File: config.mk
export PLATFORM = sky130hd
export DESIGN_NAME = ohash_engine
export DESIGN_NICKNAME = d
export VERILOG_FILES = /design/src/rtl/ohash_pkg.sv /design/src/rtl/ohash_fold.sv /design/src/rtl/ohash_ctx_pack.sv /design/src/rtl/ohash_engine.sv
export SDC_FILE = /design/constraint.sdc
export NUM_CORES = 1
export LEC_CHECK = 0
export BUFFER_PORTS_ARGS = -buffer_cell sky130_fd_sc_hd__buf_2
export CAP_MARGIN = 0
export CORE_ASPECT_RATIO = 1.25
export CORE_MARGIN = 2
export CORE_UTILIZATION = 35
export DETAILED_ROUTE_END_ITERATION = 7
export MAX_ROUTING_LAYER = met4
export PLACE_DENSITY_LB_ADDON = 0.3
export SYNTH_ARGS = -nofsm -noshare
export SYNTH_HDL_FRONTEND = slang
export SYNTH_SLANG_ARGS = --single-unit
File: constraint.sdc
create_clock -name clk -period 4.4 [get_ports clk]
set_clock_uncertainty 0.1 [all_clocks]
set_input_delay 0.22 -clock clk [delete_from_list [all_inputs] [get_ports clk]]
set_output_delay 0.22 -clock clk [all_outputs]
set_load 0.01 [all_outputs]
File: src/rtl/ohash_pkg.sv
package ohash_pkg;
    localparam int HANDLE_W     = 32;
    localparam int WORD_W       = 32;
    localparam int CHAN_W       = 5;
    localparam int ENG_W        = 2;
    localparam int INST_W       = 20;
    localparam int CTX_CHAN_LSB = 24;

    typedef enum logic [1:0] {
        OP_INSERT = 2'd0,
        OP_LOOKUP = 2'd1,
        OP_REMOVE = 2'd2,
        OP_CLEAR  = 2'd3
    } op_e;

    typedef enum logic [1:0] {
        ST_OK        = 2'd0,
        ST_NOT_FOUND = 2'd1,
        ST_FULL      = 2'd2
    } status_e;

    typedef enum logic [2:0] {
        S_IDLE,
        S_PROBE,
        S_CHK_H,
        S_CHK_C,
        S_WR_C,
        S_WR_Z,
        S_CLR,
        S_DONE
    } state_e;
endpackage

File: src/rtl/ohash_fold.sv
// Home index: XOR-fold of the handle in index-wide chunks, channel mixed in.
module ohash_fold
    import ohash_pkg::*;
#(
    parameter int HT_BITS = 9
) (
    input  logic [HANDLE_W-1:0] handle,
    input  logic [CHAN_W-1:0]   chan,
    output logic [HT_BITS-1:0]  index
);
    localparam int NCHUNK = (HANDLE_W + HT_BITS - 1) / HT_BITS;
    localparam int EXT_W  = NCHUNK * HT_BITS;
    localparam int MIX_W  = HT_BITS + CHAN_W;

    logic [EXT_W-1:0]   ext;
    logic [HT_BITS-1:0] folded;
    logic [MIX_W-1:0]   chan_mix;

    assign ext      = EXT_W'(handle);
    assign chan_mix = MIX_W'(chan) << (HT_BITS - 4);

    always_comb begin
        folded = '0;
        for (int i = 0; i < NCHUNK; i++) begin
            folded = folded ^ ext[i*HT_BITS +: HT_BITS];
        end
    end

    assign index = folded ^ chan_mix[HT_BITS-1:0];
endmodule

File: src/rtl/ohash_ctx_pack.sv
// Builds the context word in one of two layouts.
module ohash_ctx_pack
    import ohash_pkg::*;
(
    input  logic              fmt_new,
    input  logic [CHAN_W-1:0] chan,
    input  logic [ENG_W-1:0]  engine,
    input  logic [INST_W-1:0] inst,
    output logic [WORD_W-1:0] ctx
);
    logic [WORD_W-1:0] ctx_legacy;
    logic [WORD_W-1:0] ctx_wide;

    // legacy: valid flag 31, channel 28:24, engine 17:16, instance 15:0
    assign ctx_legacy = {1'b1, 2'b00, chan, 6'b000000, engine, inst[15:0]};
    // wide: channel 28:24, engine 21:20, instance 19:0, no valid flag
    assign ctx_wide   = {3'b000, chan, 2'b00, engine, inst};

    assign ctx = fmt_new ? ctx_wide : ctx_legacy;
endmodule

File: src/rtl/ohash_engine.sv
module ohash_engine
    import ohash_pkg::*;
#(
    parameter int HT_BITS = 9
) (
    input  logic                 clk,
    input  logic                 rst_n,
    input  logic                 cmd_valid,
    output logic                 cmd_ready,
    input  logic [1:0]           cmd_op,
    input  logic [HANDLE_W-1:0]  cmd_handle,
    input  logic [CHAN_W-1:0]    cmd_chan,
    input  logic [ENG_W-1:0]     cmd_engine,
    input  logic [INST_W-1:0]    cmd_inst,
    input  logic                 fmt_new,
    output logic                 rsp_done,
    output logic [1:0]           rsp_status,
    output logic [WORD_W-1:0]    rsp_ctx,
    output logic [HT_BITS+2:0]   rsp_slot,
    output logic                 ram_en,
    output logic                 ram_we,
    output logic [HT_BITS:0]     ram_addr,
    output logic [WORD_W-1:0]    ram_wdata,
    input  logic [WORD_W-1:0]    ram_rdata
);
    localparam int ADDR_W = HT_BITS + 1;
    localparam int SLOT_W = HT_BITS + 3;

    state_e              state_q, state_d;
    op_e                 op_q;
    logic [HANDLE_W-1:0] handle_q;
    logic [CHAN_W-1:0]   chan_q;
    logic [WORD_W-1:0]   ctx_q;
    logic [HT_BITS-1:0]  start_q, idx_q, idx_nxt;
    logic [ADDR_W-1:0]   clr_q;

    status_e             res_status_q, res_status_d;
    logic [WORD_W-1:0]   res_ctx_q, res_ctx_d;
    logic [SLOT_W-1:0]   res_slot_q, res_slot_d;
    logic                res_set, idx_adv, clr_adv;

    logic [HT_BITS-1:0]  home_idx;
    logic [WORD_W-1:0]   new_ctx;
    logic                wrap;
    logic                accept;
    logic [CHAN_W-1:0]   stored_chan;
    logic [SLOT_W-1:0]   cur_slot;

    ohash_fold #(.HT_BITS(HT_BITS)) u_fold (
        .handle (cmd_handle),
        .chan   (cmd_chan),
        .index  (home_idx)
    );

    ohash_ctx_pack u_pack (
        .fmt_new (fmt_new),
        .chan    (cmd_chan),
        .engine  (cmd_engine),
        .inst    (cmd_inst),
        .ctx     (new_ctx)
    );

    assign idx_nxt     = idx_q + 1'b1;
    assign wrap        = (idx_nxt == start_q);
    assign accept      = cmd_valid && (state_q == S_IDLE);
    assign stored_chan = ram_rdata[CTX_CHAN_LSB +: CHAN_W];
    assign cur_slot    = {idx_q, 3'b000};

    // state register
    always_ff @(posedge clk or negedge rst_n) begin
        if (!rst_n) begin
            state_q <= S_IDLE;
        end else begin
            state_q <= state_d;
        end
    end

    // command and result registers
    always_ff @(posedge clk or negedge rst_n) begin
        if (!rst_n) begin
            op_q         <= OP_LOOKUP;
            handle_q     <= '0;
            chan_q       <= '0;
            ctx_q        <= '0;
            start_q      <= '0;
            idx_q        <= '0;
            clr_q        <= '0;
            res_status_q <= ST_OK;
            res_ctx_q    <= '0;
            res_slot_q   <= '0;
        end else begin
            if (accept) begin
                op_q     <= op_e'(cmd_op);
                handle_q <= cmd_handle;
                chan_q   <= cmd_chan;
                ctx_q    <= new_ctx;
                start_q  <= home_idx;
                idx_q    <= home_idx;
                clr_q    <= '0;
            end
            if (idx_adv) begin
                idx_q <= idx_nxt;
            end
            if (clr_adv) begin
                clr_q <= clr_q + 1'b1;
            end
            if (res_set) begin
                res_status_q <= res_status_d;
                res_ctx_q    <= res_ctx_d;
                res_slot_q   <= res_slot_d;
            end
        end
    end

    // next state, RAM access and result capture
    always_comb begin
        state_d      = state_q;
        idx_adv      = 1'b0;
        clr_adv      = 1'b0;
        res_set      = 1'b0;
        res_status_d = ST_OK;
        res_ctx_d    = '0;
        res_slot_d   = '0;
        ram_en       = 1'b0;
        ram_we       = 1'b0;
        ram_addr     = '0;
        ram_wdata    = '0;
        unique case (state_q)
            S_IDLE: begin
                if (cmd_valid) begin
                    if (op_e'(cmd_op) == OP_CLEAR) begin
                        state_d = S_CLR;
                    end else if (cmd_handle == '0) begin
                        state_d      = S_DONE;
                        res_set      = 1'b1;
                        res_status_d = ST_NOT_FOUND;
                    end else begin
                        state_d = S_PROBE;
                    end
                end
            end
            S_PROBE: begin
                ram_en   = 1'b1;
                ram_addr = {idx_q, 1'b0};
                state_d  = S_CHK_H;
            end
            S_CHK_H: begin
                if (op_q == OP_INSERT) begin
                    if (ram_rdata == '0) begin
                        ram_en    = 1'b1;
                        ram_we    = 1'b1;
                        ram_addr  = {idx_q, 1'b0};
                        ram_wdata = handle_q;
                        state_d   = S_WR_C;
                    end else if (wrap) begin
                        state_d      = S_DONE;
                        res_set      = 1'b1;
                        res_status_d = ST_FULL;
                    end else begin
                        ram_en   = 1'b1;
                        ram_addr = {idx_nxt, 1'b0};
                        idx_adv  = 1'b1;
                    end
                end else begin
                    if (ram_rdata == '0) begin
                        state_d      = S_DONE;
                        res_set      = 1'b1;
                        res_status_d = ST_NOT_FOUND;
                    end else if (ram_rdata == handle_q) begin
                        ram_en   = 1'b1;
                        ram_addr = {idx_q, 1'b1};
                        state_d  = S_CHK_C;
                    end else if (wrap) begin
                        state_d      = S_DONE;
                        res_set      = 1'b1;
                        res_status_d = ST_NOT_FOUND;
                    end else begin
                        ram_en   = 1'b1;
                        ram_addr = {idx_nxt, 1'b0};
                        idx_adv  = 1'b1;
                    end
                end
            end
            S_CHK_C: begin
                if (stored_chan == chan_q) begin
                    res_set      = 1'b1;
                    res_status_d = ST_OK;
                    res_ctx_d    = ram_rdata;
                    res_slot_d   = cur_slot;
                    if (op_q == OP_REMOVE) begin
                        ram_en   = 1'b1;
                        ram_we   = 1'b1;
                        ram_addr = {idx_q, 1'b0};
                        state_d  = S_WR_Z;
                    end else begin
                        state_d = S_DONE;
                    end
                end else if (wrap) begin
                    state_d      = S_DONE;
                    res_set      = 1'b1;
                    res_status_d = ST_NOT_FOUND;
                end else begin
                    ram_en   = 1'b1;
                    ram_addr = {idx_nxt, 1'b0};
                    idx_adv  = 1'b1;
                    state_d  = S_CHK_H;
                end
            end
            S_WR_C: begin
                ram_en       = 1'b1;
                ram_we       = 1'b1;
                ram_addr     = {idx_q, 1'b1};
                ram_wdata    = ctx_q;
                state_d      = S_DONE;
                res_set      = 1'b1;
                res_status_d = ST_OK;
                res_ctx_d    = ctx_q;
                res_slot_d   = cur_slot;
            end
            S_WR_Z: begin
                ram_en   = 1'b1;
                ram_we   = 1'b1;
                ram_addr = {idx_q, 1'b1};
                state_d  = S_DONE;
            end
            S_CLR: begin
                ram_en   = 1'b1;
                ram_we   = 1'b1;
                ram_addr = clr_q;
                clr_adv  = 1'b1;
                if (&clr_q) begin
                    state_d      = S_DONE;
                    res_set      = 1'b1;
                    res_status_d = ST_OK;
                end
            end
            S_DONE: begin
                state_d = S_IDLE;
            end
            default: begin
                state_d = S_IDLE;
            end
        endcase
    end

    // outputs
    assign cmd_ready  = (state_q == S_IDLE);
    assign rsp_done   = (state_q == S_DONE);
    assign rsp_status = res_status_q;
    assign rsp_ctx    = res_ctx_q;
    assign rsp_slot   = res_slot_q;

    // result strobe lasts one cycle and the engine is idle right after
    p_done_pulse_r10: assert property (@(posedge clk) disable iff (!rst_n)
        rsp_done |=> (!rsp_done && cmd_ready));

    // zero handle answered on the next cycle with not-found
    p_zero_handle_r7: assert property (@(posedge clk) disable iff (!rst_n)
        (cmd_valid && cmd_ready && (cmd_op != 2'd3) && (cmd_handle == '0))
        |=> (rsp_done && (rsp_status == 2'd1)));

    // only an insert can report a full table
    p_full_insert_only_r5: assert property (@(posedge clk) disable iff (!rst_n)
        (rsp_done && (rsp_status == 2'd2)) |-> (op_q == OP_INSERT));

    // a handle word is only written over an empty entry
    p_write_empty_r4: assert property (@(posedge clk) disable iff (!rst_n)
        ((state_q == S_CHK_H) && ram_we) |-> (ram_rdata == '0));

    // a zero-handle command never touches the RAM on its next cycle
    p_zero_no_ram_r7: assert property (@(posedge clk) disable iff (!rst_n)
        (cmd_valid && cmd_ready && (cmd_op != 2'd3) && (cmd_handle == '0))
        |=> !ram_en);
endmodule

* After elaboration in Yosys (flattened, before gate mapping)
Index checks and enable logic that the tools add are counted.
Widths: inputs -> output; s select.
** Storage, ports and cells
- Bits in registers :: 148
- Input bits :: 97
- Output and inout bits :: 92
- Word-level logic and storage cells :: 117
** Cells by class
- $add $sub $neg :: 2
- Eq/ne operators :: 14
- Multiplexer cells :: 74
- Bitwise logic cells :: 4
- Reductions and logical operators :: 12
** Operator list (count)
- $mux 32 :: 4
- $pmux 32 s2 :: 2
- $mux 10 :: 9
- $logic_not 32->1 :: 2
- $pmux 10 s5 :: 1
- $mux 1 :: 33
- $mux 3 :: 11
- $eq 32x32->1 :: 1
- $xor 9x9->9 :: 3
- $pmux 12 s2 :: 1
- $pmux 3 s7 :: 1
- $mux 9 :: 2
- $eq 3x3->1 const B :: 4
- $mux 12 :: 1
- $add 10x1->10 const B :: 1
- $reduce_and 10->1 :: 1
- $add 9x1->9 const B :: 1
- $eq 9x9->1 :: 1
- $xor 9x5->9 :: 1
- $mux 2 :: 4
- $eq 3x2->1 const B :: 2
- $pmux 1 s3 :: 2
- $pmux 2 s3 :: 1
- $eq 5x5->1 :: 1
- other kinds (13) :: 16

* Depth between registers and ports, before layout
Gate-level depths: netlist of run 1.
- Depth after elaboration :: 8
- Depth in mapped cells :: 11
- Depth with buffers taken out :: 9

* Cells and area by module
Synthesis of run 1 repeated with hierarchy kept, for this count alone.
** Second synthesis, totals
- Cell total of the unflattened synthesis :: 953
- Area, all modules :: 8280.4 um^2
** Modules (own cells, without submodules)
- ohash_engine :: times used 1, cells each 893, area each 7796.2 um^2, seq. area each 3629.7 um^2
- ohash_ctx_pack :: times used 1, cells each 33, area each 247.7 um^2, seq. area each 0.0 um^2
- ohash_fold :: times used 1, cells each 27, area each 236.5 um^2, seq. area each 0.0 um^2

* Worst setup path before layout of run 1
Ideal clock, no wire load.
- Kind :: register -> output
- From :: register idx_q[1]
- To :: output port ram_addr[9]
- Arrival time :: 2.604 ns
- Required time :: 4.080 ns
- Setup slack :: 1.476 ns
- Cell stages (with the launch flop) :: 11
- Path buffers :: 2
- Cell sequence :: dfrtp_1 > ha_1 > nand3_2 > or2_1 > buf_6 > or3_4 > o211ai_2 > nor3_2 > or2_2 > buf_2 > o311ai_0
** Between the ends
- Cells in the longest elaborated chain, start to end :: 7
- Elaborated cells between the ends (all ways) :: 9
- Those cells by class :: 1 x add/sub; 1 x eq/ne; 7 x mux
** Ends and longest elaborated chain
- start, declared :: line ohash_engine.sv:34 : logic [HT_BITS-1:0] start_q, idx_q, idx_nxt;
- start signal, assigned :: line ohash_engine.sv:98 : idx_q <= home_idx;
- start signal, assigned :: line ohash_engine.sv:102 : idx_q <= idx_nxt;
- $add 9x1->9 * :: line ohash_engine.sv:63 : assign idx_nxt = idx_q + 1'b1;
- $eq 9x9->1 :: line ohash_engine.sv:64 : assign wrap = (idx_nxt == start_q);
- $mux 10 * :: line ohash_engine.sv:155, ohash_engine.sv:173, ohash_engine.sv:198
- $mux 10 :: line ohash_engine.sv:169 : end else if (ram_rdata == handle_q) begin
- $mux 10 :: line ohash_engine.sv:165 : if (ram_rdata == '0) begin
- $mux 10 :: line ohash_engine.sv:148 : if (op_q == OP_INSERT) begin
- $pmux 10 s5 * :: line ohash_engine.sv:128 : unique case (state_q)
- end, declared :: line ohash_engine.sv:22 : output logic [HT_BITS:0] ram_addr,
Mark *: on every way between the ends. The rest lies on a longest branch, timed or not.

* Final worst setup path of run 1
- From :: register idx_q[0]
- To :: output port ram_addr[4]
Same word-level chain as after synthesis.

==> flow_metrics.tcl, run 1 <==
set metrics [dict create \
    drc 0 \
    wl_met2_um 13000 \
    grt_pass1_wl_um 41600 \
    drive_above_1_share_pct 21.8 \
    top_layer_used "met4" \
    syn_area_sq_mm 0.00750 \
    layout_min_cycle_time_ns 3.87 \
    placed_area_sq_mm 0.00859 \
    fin_crit_sh_pct 88.1 \
    synth_flop_cell "dfrtp_1" \
    gp_congestion 0.943 \
    wire_per_inst_um 19.4 \
    wl_met1_um 10900 \
    grt_max_degree 105 \
    ant_nets 0 \
    syn_avg_cell_area_sq_um 8.91 \
    fin_area_sq_mm 0.0101 \
    tightest_slew_ns 0.995 \
    groute.usage.overall_pct 24.6 \
    floorplan.initialDensity_pct 35.9 \
    synth_common_cells "nand2_1 (225), dfrtp_1 (135), xor2_1 (49)" \
    htreeDepth 4 \
    core_area_sq_mm 0.0209 \
    grt-ovfl-total 0 \
    vias 7314 \
    p_total_w 0.00614 \
    die_area_sq_mm 0.0226 \
    cts_root_buffer "clkbuf_16" \
    cp.arrival_ns 3.55 \
    cap_viol_max_count 0 \
    synthArstFlopShare_pct 100 \
    seq_area_frac_synth_pct 45.4 \
    syn_inst 842 \
    leakage_nw 5.20 \
    yosysMostFrequentCell "nand2_1" \
    io_buffers 185 \
    antenna_found_initial 1 \
    r2r_start "idx_q[0]" \
    synthTopCellsByArea "dfrtp_1 (45%), nand2_1 (11%), xor2_1 (5.7%)" \
    drt-vias-per-instance 5.31 \
    nets 1189 \
    wl_met3_um 1770 \
    synth_edf_count 0 \
    synth.top_cell.area_share_pct 45.0 \
    timing.rr.end "rsp_ctx[2]" \
    dr.pass1.iters 6 \
    cp_max_fo 20 \
    dp_hpwl_um 19000 \
    grt_pass1_vias 7324 \
    rsz0062_at_grt "no" \
    hold_viol 0 \
    crit_required_ns 4.08 \
    reg2reg_depth 10 \
    setup_viol 0 \
    hold-worst-slack_ns 0.0150 \
    yosys.area.top_type "dfrtp_1" \
    drt_wl_total_um 26700 \
    clock_sinks 136 \
    slew-limit-headroom_pct 33.6 \
    synth_seq_cells 136 \
    crit_type "register to output port" \
    insertion_delay_ns 0.43 \
    hold_path_class "input pin to register" \
    io_pins 189 \
    vdd_drop_max_mv 0.303 \
    fmax_mhz 258 \
    worstSetupStartpointType "register" \
    row_count 59 \
    cts_setup_buffers 0 \
    cp-endpoint "ram_addr[4]" \
    cp-startpoint "idx_q[0]" \
    dieWidth_um 135 \
    areaGrowthSynthToFinish_pct 34.5 \
    timing.setup.tns_ns 0 \
    postCtsResizedCells 0 \
    outcome "finished clean" \
    cellPowerDensity_mw_per_mm2 609 \
    cts_buffer_depth 2 \
    cts_tree "yes" \
    clk_pin_slew_worst_paths_ns 0.06 \
    die_y_um 168 \
    ys_warn_count 0 \
    fillers 1973 \
    cts_made_buffers 17 \
    drt_iter0_markers 549 \
    slew_violations 0 \
    yosysUniqueCellTypes 63 \
    r2r_setup_slack_ns 0.85 \
    crit_path_end_kind "output port" \
]
## cells by family (layout without fill, tap and decap cells)
kind of cell,count (synthesis),after routing,share of synthesized area (%)
buf+inv,66,324,4.10
compound gates,171,171,17.3
other cells,1,4,0.0500
xor+xnor,75,75,8.76
fa+ha+maj,4,4,0.601
flops,136,136,45.4
simple gates,387,387,23.6
mux,2,2,0.267
## worst min path at each step
stage | from | to | slack (ns) | depth (start not counted)
after floorplan | rst_n | chan_q[0] | -0.18 | 0
after global placement | cmd_inst[5] | ctx_q[5] | 0.31 | 3
after detailed placement | cmd_inst[15] | ctx_q[15] | 0.31 | 3
after CTS | ram_rdata[30] | rsp_ctx[30] | 0.003 | 2
after global routing | ram_rdata[30] | rsp_ctx[30] | 0.005 | 2
final | ram_rdata[31] | rsp_ctx[31] | 0.02 | 2
## flip-flops by register name, indices dropped and copies added (netlist names), 3 cells and up
signal	cells
handle_q	32
rsp_ctx	32
ctx_q	24
clr_q	10
idx_q	9
rsp_slot	9
start_q	9
chan_q	4
state_q	3
## repair_timing
item	4_1_cts	5_1_grt
hold endpoints to repair	185	1
setup endpoints to repair	0	0
hold buffers	87	1
## layout by cell type (no fill, tap or decap), drive strengths merged, types with 18 or more instances in the layout
cell,synthesis,layout
nand2,225,225
buf,19,193
dfrtp,135,135
dlygate4sd3,0,88
xor2,49,49
nor2,39,39
o21ai,37,37
and2,36,36
a21o,35,35
a221o,32,32
nor4,27,27
xnor2,26,26
nand3,18,18
clkbuf,35,18
## per-stage QoR
step	utilization (%)	cells	setup slack, ns
after floorplan	-	844	1.48
after global placement	41.1	1257	0.964
after detailed placement	41.1	1257	0.936
after CTS	48.2	1375	0.482
after global routing	48.3	1377	0.290
final	48.3	1377	0.526
## critical path, cell delays in order (launching register included)
cell	delay (ns)
dfrtp_1	0.50
ha_1	0.35
nand3_2	0.15
or2_1	0.35
or3_4	0.38
o211ai_2	0.09
nor3_2	0.12
or2_2	0.46
o311ai_0	0.51
buf_2	0.23
## layer usage
metal / vias to the layer above / track usage (%)
met3: 59 / 4.66
met2: 329 / 40.1
met5: - / -
met1: 3490 / 30.2
li1: 3436 / -
met4: 0 / 9.47
## final cells by class
class | count | area (sq um) | area share (%)
Antenna cell | 1 | 2.50 | 0.0248
Clock buffer | 18 | 439 | 4.36
Clock inverter | 13 | 168 | 1.66
Inverter | 12 | 45.0 | 0.447
Multi-Input combinational cell | 642 | 3810 | 37.8
Sequential cell | 136 | 3400 | 33.8
Tap cell | 274 | 343 | 3.40
Timing Repair Buffer | 281 | 1870 | 18.6
## power breakdown
part,internal [W],total (W),switching (W)
Combinational,0.00101,0.00238,0.00138
Sequential,0.00177,0.00227,0.000503
Clock,0.000909,0.00149,0.000578
Power figures use the tool's default switching activity.
==> run 2: changes to the inputs <==
Settings changed: MAX_ROUTING_LAYER met4 to unset, SETUP_SLACK_MARGIN set to 0.15.
==> flow_metrics.tcl, run 2 (synthesis gave the netlist of run 1 again) <==
set metrics [dict create \
    outcome "finished clean" \
    floorplan.initialDensity_pct 35.9 \
    rsz0062_at_grt "no" \
    wire_per_inst_um 19.2 \
    htreeDepth 4 \
    cap_viol_max_count 0 \
    drive_above_1_share_pct 22.2 \
    cts_made_buffers 17 \
    fin_crit_sh_pct 89.3 \
    worst_slack_ns 0.469 \
    die_area_sq_mm 0.0226 \
    cellPowerDensity_mw_per_mm2 605 \
    slew_violations 0 \
    clock_sinks 136 \
    insertion_delay_ns 0.42 \
    grt_max_degree 104 \
    setup_viol 0 \
    leakage_nw 5.17 \
    cts_tree "yes" \
    drt_iter0_markers 632 \
    internal_power_w 0.00359 \
    io_pins 189 \
    cp_max_fo 21 \
    final_cell_mix "nand2_1 (224), buf_2 (184), dfrtp_1 (135), dlygate4sd3_1 (82), xor2_1 (49)" \
    hold_viol 0 \
    crit_type "input pin to output port" \
    row_count 59 \
    grt-ovfl-total 0 \
    switching_share_pct 40.7 \
    grt_pass1_vias 7372 \
    nets 1186 \
    layout_commonest_cell "nand2_1" \
    timing.setup.tns_ns 0 \
    dp_hpwl_um 18900 \
    die_y_um 168 \
    wl_met3_um 1620 \
    tightest_slew_ns 1.00 \
    groute.usage.overall_pct 23.8 \
    drt_wl_total_um 26400 \
    cp.arrival_ns 3.61 \
    dp_slack_ns 0.946 \
    drt-vias-per-instance 5.39 \
    drc 0 \
    dieWidth_um 135 \
    top_layer_used "met5" \
    clk_pin_slew_worst_paths_ns 0.06 \
    wl_met2_um 12800 \
    cts_root_buffer "clkbuf_16" \
    ant_nets 0 \
    pwr-share-seq_pct 37.5 \
    areaGrowthSynthToFinish_pct 33.5 \
    fmax_mhz 254 \
    vias 7406 \
    p_clk_share_pct 23.1 \
    grt_pass1_wl_um 41500 \
    worstSetupStartpointType "input pin" \
    gp_congestion 0.922 \
    dr.pass1.iters 6 \
    switchingPower_w 0.00246 \
    crit_required_ns 4.08 \
    hold_path_class "input pin to register" \
    core_area_sq_mm 0.0209 \
    io_buffers 185 \
    vdd_drop_max_mv 0.315 \
    layout_min_cycle_time_ns 3.93 \
    slew-limit-headroom_pct 33.2 \
    n_antenna_cell 0 \
    cts_buffer_depth 2 \
    antenna_found_initial 1 \
    wl_met1_um 11000 \
    crit_path_end_kind "output port" \
    p_comb_share_pct 39.3 \
]
-- run 2: cell types whose count changed in the layout (fill, tap and decap cells not counted) --
cell	change
clkinvlp_4	+1
clkinv_2	+1
clkbuf_8	+1
dlygate4sd3_1	-6
diode_2	-1
clkinv_4	+1
inv_6	-1
buf_4	+3
bufinv_16	-2
-- run 2: power groups by stage --
stage	clock network [W]	registers [W]	logic, W
floorplan	0	0.00214	0.00160
global placement	0	0.00228	0.00230
detailed placement	0	0.00228	0.00232
CTS	0.00142	0.00226	0.00239
global route	0.00148	0.00235	0.00265
finish	0.00140	0.00227	0.00238
-- run 2: critical path, stage by stage --
cell and delay, ns:
dlygate4sd3_1 0.53, buf_2 0.14, nor4_1 0.55, nand4_1 0.24, nor2_1 0.43, and3_1 0.89, buf_4 0.30, a21o_1 0.15
buf_2 0.13
-- run 2: cell type report --
type / instances / area [sq um]
repair buffers: 278 / 1840
clock inverters: 13 / 120
inverters: 12 / 45.0
fillers: 2036 / 10900
multi-input cells: 642 / 3810
well taps: 274 / 343
clock buffers: 19 / 453
flip-flops and latches: 136 / 3400
-- run 2: layer usage --
metal	vias to the layer above	global-route usage, %
li1	3425	-
met1	3560	30.0
met2	344	39.3
met3	75	4.97
met4	2	10.2
met5	-	0
-- run 2: through the flow --
| stage | area (sq um) | std cells | hold WS [ns] | utilization (%) | power, W |
|---|---|---|---|---|---|
| global route | 10000 | 1374 | 0.0118 | 47.9 | 0.00648 |
| detailed placement | 8620 | 1260 | 0.313 | 41.2 | 0.00460 |
| global placement | 8620 | 1260 | 0.310 | 41.2 | 0.00458 |
| floorplan | 7510 | 844 | -0.176 | - | 0.00374 |
| finish | 10000 | 1374 | 0.0126 | 47.9 | 0.00606 |
| CTS | 10000 | 1374 | 0.00136 | 47.9 | 0.00608 |
-- run 2: final timing paths --
path                               startpoint       endpoint  slack [ns]  cells past startpoint
worst max-delay path             ram_rdata[0]  ram_wdata[20]        0.47                      9
worst min-delay path            ram_rdata[14]    rsp_ctx[14]        0.01                      2
worst max register to register       idx_q[0]    rsp_ctx[15]        0.81                     10
worst min register to register       ctx_q[1]       ctx_q[1]        0.36                      2
max in group asynchronous               rst_n   handle_q[26]        2.81                      3
min in group asynchronous               rst_n       idx_q[2]        0.38                      2
-- run 2: what timing repair did --
item,CTS,global route
hold buffers,82,0
resized for setup,0,0
endpoints found under the hold margin,179,0
setup buffers,0,0
